### src/rtl/adc_stat_pkg.sv
package adc_stat_pkg;
  localparam int STAT_W   = 8;
  localparam int BIT_SCF  = 7;
  localparam int BIT_TOVR = 5;
  localparam int BIT_ROVR = 4;

  typedef enum logic [2:0] {
    SEL_CFG0  = 3'd0,
    SEL_CFG1  = 3'd1,
    SEL_CFG2  = 3'd2,
    SEL_START = 3'd3,
    SEL_STAT  = 3'd4
  } host_sel_e;
endpackage

### src/rtl/adc_sticky_flag.sv
module adc_sticky_flag (
  input  logic clk,
  input  logic rst_n,
  input  logic set_i,
  input  logic clr_i,
  output logic flag_o
);
  // set dominates clear in the same cycle
  always_ff @(posedge clk or negedge rst_n) begin
    if (!rst_n)     flag_o <= 1'b0;
    else if (set_i) flag_o <= 1'b1;
    else if (clr_i) flag_o <= 1'b0;
  end
endmodule

### src/rtl/adc_conv_counter.sv
module adc_conv_counter #(
  parameter int CNT_W = 3
) (
  input  logic             clk,
  input  logic             rst_n,
  input  logic             fifo_i,
  input  logic             force_zero_i,
  input  logic             seq_bound_i,
  input  logic             inc_i,
  output logic [CNT_W-1:0] cnt_o
);
  logic [CNT_W-1:0] cnt_nxt;

  always_comb begin
    cnt_nxt = cnt_o;
    if (force_zero_i)               cnt_nxt = '0;
    else if (!fifo_i && seq_bound_i) cnt_nxt = '0;
    else if (inc_i)                 cnt_nxt = cnt_o + 1'b1;
  end

  always_ff @(posedge clk or negedge rst_n) begin
    if (!rst_n) cnt_o <= '0;
    else        cnt_o <= cnt_nxt;
  end
endmodule

### src/rtl/adc_slot_tracker.sv
module adc_slot_tracker #(
  parameter int SLOTS = 8,
  localparam int IDX_W = $clog2(SLOTS)
) (
  input  logic             clk,
  input  logic             rst_n,
  input  logic             wr_i,
  input  logic [IDX_W-1:0] wr_idx_i,
  input  logic             rd_i,
  input  logic [IDX_W-1:0] rd_idx_i,
  input  logic             clr_all_i,
  output logic             ovr_o
);
  logic [SLOTS-1:0] full_q;

  assign ovr_o = wr_i && full_q[wr_idx_i];

  for (genvar s = 0; s < SLOTS; s++) begin : g_slot
    always_ff @(posedge clk or negedge rst_n) begin
      if (!rst_n)                                  full_q[s] <= 1'b0;
      else if (clr_all_i)                          full_q[s] <= 1'b0;
      else if (wr_i && wr_idx_i == IDX_W'(s))      full_q[s] <= 1'b1;
      else if (rd_i && rd_idx_i == IDX_W'(s))      full_q[s] <= 1'b0;
    end
  end
endmodule

### src/rtl/adc_seq_status.sv
module adc_seq_status
  import adc_stat_pkg::*;
#(
  parameter int SLOTS = 8,
  localparam int CNT_W = $clog2(SLOTS)
) (
  input  logic        clk,
  input  logic        rst_n,
  input  logic        conv_done_i,
  input  logic        seq_done_i,
  input  logic        trig_edge_i,
  input  logic        seq_start_i,
  input  logic        abort_i,
  input  logic        host_wr_i,
  input  logic [2:0]  host_sel_i,
  input  logic [7:0]  host_wdata_i,
  input  logic        host_rd_i,
  input  logic [2:0]  host_rd_idx_i,
  input  logic        fifo_mode_i,
  input  logic        scan_mode_i,
  input  logic        edge_trig_i,
  input  logic        fast_clr_i,
  output logic [7:0]  status_o
);
  logic wr_cfg, wr_start, wr_stat;
  logic busy_q;
  logic scf, tovr, rovr, slot_ovr;
  logic [CNT_W-1:0] cnt;

  assign wr_cfg   = host_wr_i && (host_sel_i == SEL_CFG0 || host_sel_i == SEL_CFG1 ||
                                  host_sel_i == SEL_CFG2);
  assign wr_start = host_wr_i && host_sel_i == SEL_START;
  assign wr_stat  = host_wr_i && host_sel_i == SEL_STAT;

  // sequence-in-progress window used by the trigger overrun check
  always_ff @(posedge clk or negedge rst_n) begin
    if (!rst_n)                          busy_q <= 1'b0;
    else if (wr_start || seq_start_i)    busy_q <= 1'b1;
    else if (wr_cfg || abort_i)          busy_q <= 1'b0;
    else if (seq_done_i && !scan_mode_i) busy_q <= 1'b0;
  end

  adc_sticky_flag u_scf (
    .clk    (clk),
    .rst_n  (rst_n),
    .set_i  (seq_done_i),
    .clr_i  ((wr_stat && host_wdata_i[BIT_SCF]) || wr_start || (host_rd_i && fast_clr_i)),
    .flag_o (scf)
  );

  adc_sticky_flag u_tovr (
    .clk    (clk),
    .rst_n  (rst_n),
    .set_i  (edge_trig_i && trig_edge_i && busy_q),
    .clr_i  ((wr_stat && host_wdata_i[BIT_TOVR]) || wr_cfg || wr_start),
    .flag_o (tovr)
  );

  adc_sticky_flag u_rovr (
    .clk    (clk),
    .rst_n  (rst_n),
    .set_i  (slot_ovr),
    .clr_i  ((wr_stat && host_wdata_i[BIT_ROVR]) || wr_start || seq_start_i),
    .flag_o (rovr)
  );

  adc_slot_tracker #(.SLOTS(SLOTS)) u_slots (
    .clk       (clk),
    .rst_n     (rst_n),
    .wr_i      (conv_done_i),
    .wr_idx_i  (cnt),
    .rd_i      (host_rd_i),
    .rd_idx_i  (host_rd_idx_i[CNT_W-1:0]),
    .clr_all_i (wr_start || wr_cfg || abort_i),
    .ovr_o     (slot_ovr)
  );

  adc_conv_counter #(.CNT_W(CNT_W)) u_cnt (
    .clk          (clk),
    .rst_n        (rst_n),
    .fifo_i       (fifo_mode_i),
    .force_zero_i (abort_i || wr_cfg || wr_start),
    .seq_bound_i  (seq_start_i || seq_done_i),
    .inc_i        (conv_done_i),
    .cnt_o        (cnt)
  );

  always_comb begin
    status_o           = '0;
    status_o[BIT_SCF]  = scf;
    status_o[BIT_TOVR] = tovr;
    status_o[BIT_ROVR] = rovr;
    status_o[CNT_W-1:0] = cnt;
  end
endmodule

### config.mk
export PLATFORM = sky130hd
export DESIGN_NAME = adc_seq_status
export DESIGN_NICKNAME = d
export VERILOG_FILES = /design/src/rtl/adc_stat_pkg.sv /design/src/rtl/adc_sticky_flag.sv /design/src/rtl/adc_conv_counter.sv /design/src/rtl/adc_slot_tracker.sv /design/src/rtl/adc_seq_status.sv
export SDC_FILE = /design/constraint.sdc
export NUM_CORES = 1
export LEC_CHECK = 0
export ABC_AREA = 1
export BUFFER_PORTS_ARGS = -buffer_cell sky130_fd_sc_hd__buf_2
export CORE_MARGIN = 2
export CORE_UTILIZATION = 44
export DETAILED_ROUTE_END_ITERATION = 6
export PLACE_DENSITY = 0.8
export SLEW_MARGIN = 10
export SYNTH_ARGS = -nofsm -noshare
export SYNTH_HDL_FRONTEND = slang
export SYNTH_HIERARCHICAL = 1
export SYNTH_SLANG_ARGS = --single-unit
### constraint.sdc
create_clock -name clk -period 1 [get_ports clk]
set_input_delay 0.2 -clock clk [delete_from_list [all_inputs] [get_ports clk]]
set_output_delay 0.2 -clock clk [all_outputs]
set_load 0.005 [all_outputs]
; ---- Word level (Yosys, flattened, before mapping)
; Index checks and enable logic that the tools add are counted.
[totals]
register_bits = 15
input_bits = 27
output_inout_bits = 8
elab_cells = 131
[op_classes]
n_addsub = 1
magnitude_cmp = 1
n_eq_ne = 18
muxes = 38
n_reduce_logical = 60
[op_table]
columns = operator, n
row1 = 1-bit two-way mux, 34
row2 = 3-bit nonzero test, 10
row3 = 1-bit logical AND, 28
row4 = 3-bit equality test (second input constant), 9
row5 = 3-bit by 2-bit equality test with 1-bit output (second input constant), 6
row6 = 1-bit logical OR, 14
row7 = 3-bit by 1-bit equality test with 1-bit output (second input constant), 3
row8 = 3-bit logical NOT, 3
row9 = 3-bit two-way mux, 3
row10 = 2-bit nonzero test, 3
row11 = 3-bit by 4-bit < comparator with 1-bit output (second input constant), 1
row12 = 3-bit by 1-bit adder with 3-bit output (second input constant), 1
row13 = 1-bit binary-select mux with 3-bit select, 1
row14 = 1-bit logical NOT, 2

; ---- Longest topological paths before layout
[logic_depth]
depth_word = 8
mapped_depth = 10
depth_no_buf = 9

; ---- Hierarchy
; Netlist, hierarchy kept.
[by_module_without_submodules]
columns = module, instances, cells_per_inst, area_per_inst_um2, seq_area_each_um2
row1 = adc_slot_tracker, 1, 84, 518.0, 200.2
row2 = adc_seq_status, 1, 35, 190.2, 25.0
row3 = adc_conv_counter, 1, 18, 150.1, 75.1
row4 = adc_sticky_flag, 3, 5, 40.0, 25.0

; ---- Worst setup path before layout
; OpenSTA, ideal clock, no wires.
[synth_path]
path_kind = reg-to-reg
startpoint = register u_cnt.cnt_o[0]
endpoint = register u_rovr.flag_o
setup_time_ns = 0.116
arrival_ns = 0.929
slack_ns = -0.045
path_stages_with_launch = 11
period_less_slack_ns = 1.045
path_cell_list = dfrtp_1 -> buf_6 -> inv_4 -> nand2_1 -> nand2_1 -> nand2_1 -> nand2_1 -> nand2_1 -> nand2_1 -> inv_1 -> nand2_1
[synth_between]
elab_chain_len = 4
elab_cells_between_ends = 5
cone_classes = mux: 3 / reduce/logical: 2
[synth_rtl]
columns = element, line_no
row1 = start: declaration, adc_conv_counter.sv:10  ; output logic [CNT_W-1:0] cnt_o
row2 = start signal: assignment, adc_conv_counter.sv:23  ; else cnt_o <= cnt_nxt;
row3 = 1-bit binary-select mux with 3-bit select *, adc_slot_tracker.sv:16  ; assign ovr_o = wr_i && full_q[wr_idx_i];
row4 = 1-bit two-way mux (implied by the code) *, adc_slot_tracker.sv:16
row5 = 1-bit logical AND *, adc_slot_tracker.sv:16
row6 = net slot_ovr, adc_seq_status.sv:27  ; logic scf, tovr, rovr, slot_ovr;
row7 = 1-bit two-way mux / 2-bit nonzero test (equally long branches), -
row8 = end signal: assignment, adc_sticky_flag.sv:10  ; if (!rst_n) flag_o <= 1'b0;
row9 = end signal: assignment, adc_sticky_flag.sv:11  ; else if (set_i) flag_o <= 1'b1;
row10 = end signal: assignment, adc_sticky_flag.sv:12  ; else if (clr_i) flag_o <= 1'b0;
row11 = end: declaration, adc_sticky_flag.sv:6  ; output logic flag_o
; The timed path passes the listed nets; every way through them passes the cells marked *. The select of a mux whose other input is x is not followed.
; A chain may end at the register's enable or synchronous reset.

; ---- Final worst setup path
; Ends and elaborated chain as after synthesis.

==> impl_metrics.tcl <==
set metrics [dict create \
    leakagePower_nw 0.746 \
    wirelength_um 2440 \
    path_class "flip-flop to flip-flop" \
    grt_usage_pct 18.9 \
    die_y_um 51.2 \
    ys_types 21 \
    syn_avg_cell_area_um2 6.44 \
    rr_endpoint "u_rovr/flag_o" \
    cts-buffers-inserted 3 \
    timing.rr.start "u_cnt/cnt_o[0]" \
    setup_viol 16 \
    dp_cells 202 \
    drt_pass1_iterations 4 \
    rsz0062_at_grt "true" \
    power_density_nw_per_um2 974 \
    core_area_um2 2150 \
    yosysWarnings 6 \
    peakVddDrop_uv 617 \
    pre_cts_ws_ns -0.185 \
    finalCritPeriodShare_pct 121 \
    grt_pass1_vias 910 \
    r2r_setup_slack_ns -0.21 \
    worstPathArrival_ns 1.46 \
    clockBufferDepth 2 \
    min-delay-start "seq_start_i" \
    initial_utilization_pct 45.5 \
    io_buffers 27 \
    wl_per_cell_um 11.1 \
    drive_gt1_share_pct 38.5 \
    ys_ff_latch 15 \
    ctsRootBufferMaster "clkbuf_4" \
    multi_input_area_um2 532 \
    synth_area_um2 978 \
    clock-sinks 15 \
    insertion_delay_ns 0.30 \
    cap_violations 0 \
    timing.final.hold_violations 0 \
    nNetsFinal 221 \
    antennaDiodeCount 0 \
    muxShareOfSynthArea_pct 0 \
    violations "negative setup slack" \
    fillers 196 \
    vias_per_cell 4.74 \
    hold_end "busy_q" \
    cp_top_family "flip-flops" \
    synth_xor_area_share_pct 0.895 \
    via_count 1042 \
    antenna_found_initial 0 \
    dieArea_um2 2620 \
    synth_compound_area_share_pct 6.01 \
    critPathLaunchType "flip-flop" \
    drv_slew 0 \
    r2r_cells 10 \
    cpMaxStageDelayCell "dfrtp_2" \
    rows 17 \
    dr.first_iter.drc_count 20 \
    hold_depth 3 \
    status "finished, violations left" \
    yosys.area_share.simple_pct 38.2 \
    stdcell_count 220 \
    power_mw 1.33 \
    cts_tree "built" \
    synth_cells 152 \
    grt_pass1_wl_um 3620 \
    die_w_um 51.2 \
    critPathBufInv 3 \
    ant_nets 0 \
    end_kind "flip-flop" \
    cp_data_required_time_ns 1.25 \
    final_cell_mix "63 x nand2_1, 26 x buf_2, 20 x inv_1" \
    postPlaceCellArea_um2 1110 \
    regArea_um2 378 \
    critical_path.max_fanout 5 \
    max_stage_delay_ns 0.45 \
    drc 0 \
    grt_overflow_total 0 \
    synth_top_family_by_area "simple AND/OR/NAND/NOR gates" \
    postLayoutCellArea_um2 1370 \
    postLayoutSetupSlackWorst_ns -0.214 \
    hp-class "input pin to flip-flop" \
    gp_congestion 0.861 \
    grt_max_degree 16 \
    ioPinCount 35 \
    cp_common_cell "nand2_1" \
    skew_ns 0.00240 \
    timing.fmax_mhz 824 \
    hpwl_um 1590 \
    synth_adder_area_share_pct 1.28 \
    htree_num_levels 1 \
    final_common_cell "nand2_1" \
    cp-startpoint "u_cnt/cnt_o[0]" \
    synth-seq-area-share_pct 38.4 \
    crit_chain "buf_8, inv_8, nand2_4, nand2_2, nand2_1, nand2_1, nand2_1, nand2_1, inv_1, nand2_1" \
    area_growth_pct 39.9 \
    clk_transition_reported_paths_ns 0.10 \
    final.min_clock_period_ns 1.21 \
]
-- cell type report --
class | count | share of cell area (%)
Clock buffer | 3 | 1.65
Sequential cell | 15 | 27.6
Timing Repair Buffer | 42 | 21.7
Inverter | 24 | 7.13
Multi-Input combinational cell | 107 | 38.8
Tap cell | 28 | 2.56
Clock inverter | 1 | 0.548
-- through the flow --
stage	utilization [%]	hold WS, ns	setup TNS (ns)
4_1_cts	59.1	0.104	-0.745
5_1_grt	63.7	0.104	-2.21
3_3_place_gp	51.5	0.120	-0.365
6_report	63.7	0.101	-1.48
2_1_floorplan	-	-0.0956	-0.0372
3_5_place_dp	51.5	0.120	-0.512
-- cell families (layout without fill, tap and decap cells) --
logic type,Yosys count,after routing
AO/OA/AOI/OAI,11,11
XOR/XNOR,1,1
adder cells (fa/ha/maj),1,1
buffers and inverters,31,70
flip-flops,15,15
other,1,2
AND/OR/NAND/NOR,92,92
-- per-layer routing --
layer  vias to the layer above  wire length, um  GRT usage (%)
met1                       474              997           22.1
met3                         7              126           2.63
met5                         -                0              0
li1                        524                -              -
met4                         0               51           9.46
met2                        37             1260           33.3
-- synth_stat cells, drive strengths merged --
cell | instances | area share (%)
or2 | 1 | 0.64
conb | 1 | 0.38
ha | 1 | 1.3
dfrtp | 15 | 38
clkinv | 1 | 0.38
xnor2 | 1 | 0.90
inv | 23 | 9.1
nand2 | 68 | 26
buf | 7 | 5.4
nor2 | 15 | 7.0
nand3 | 7 | 3.6
o21ai | 1 | 0.51
nand4 | 1 | 0.64
a21oi | 10 | 5.5
-- where the power goes --
| group | switching [mW] | leakage (nW) | internal [mW] |
|---|---|---|---|
| Combinational | 0.160 | 0.536 | 0.144 |
| Sequential | 0.0153 | 0.196 | 0.630 |
| Clock | 0.231 | 0.0139 | 0.153 |
| Total | 0.406 | 0.746 | 0.927 |
-- worst register-to-register path: stages, from the launching register on --
cell,delay (ns)
dfrtp_2,0.45
buf_8,0.15
inv_8,0.06
nand2_4,0.04
nand2_2,0.06
nand2_1,0.06
nand2_1,0.09
nand2_1,0.06
nand2_1,0.08
inv_1,0.05
nand2_1,0.06
-- flip-flops by register name (all words and copies together), names as in the netlist --
register and flops:
u_slots/full_q 8, u_cnt/cnt_o 3, busy_q 1, u_rovr/flag_o 1, u_scf/flag_o 1, u_tovr/flag_o 1
-- what timing repair did --
item                                    in CTS  in global routing
pin swaps                                    4                  9
buffers inserted                             7                  5
resized for setup                           17                 12
cloned                                       0                  1
endpoints found under the setup margin      16                 18
hold buffers                                 1                  0
hold endpoints to repair                    15                  0
-- worst max path at each step --
stage | end | slack (ns) | cells past startpoint
after floorplan | u_rovr/flag_o | -0.04 | 10
after global placement | u_rovr/flag_o | -0.15 | 9
after global routing | u_rovr/flag_o | -0.27 | 10
after CTS | status_o[0] | -0.15 | 2
after detailed placement | u_rovr/flag_o | -0.19 | 9
final | u_rovr/flag_o | -0.21 | 10
(Power assumes the default switching activity.)
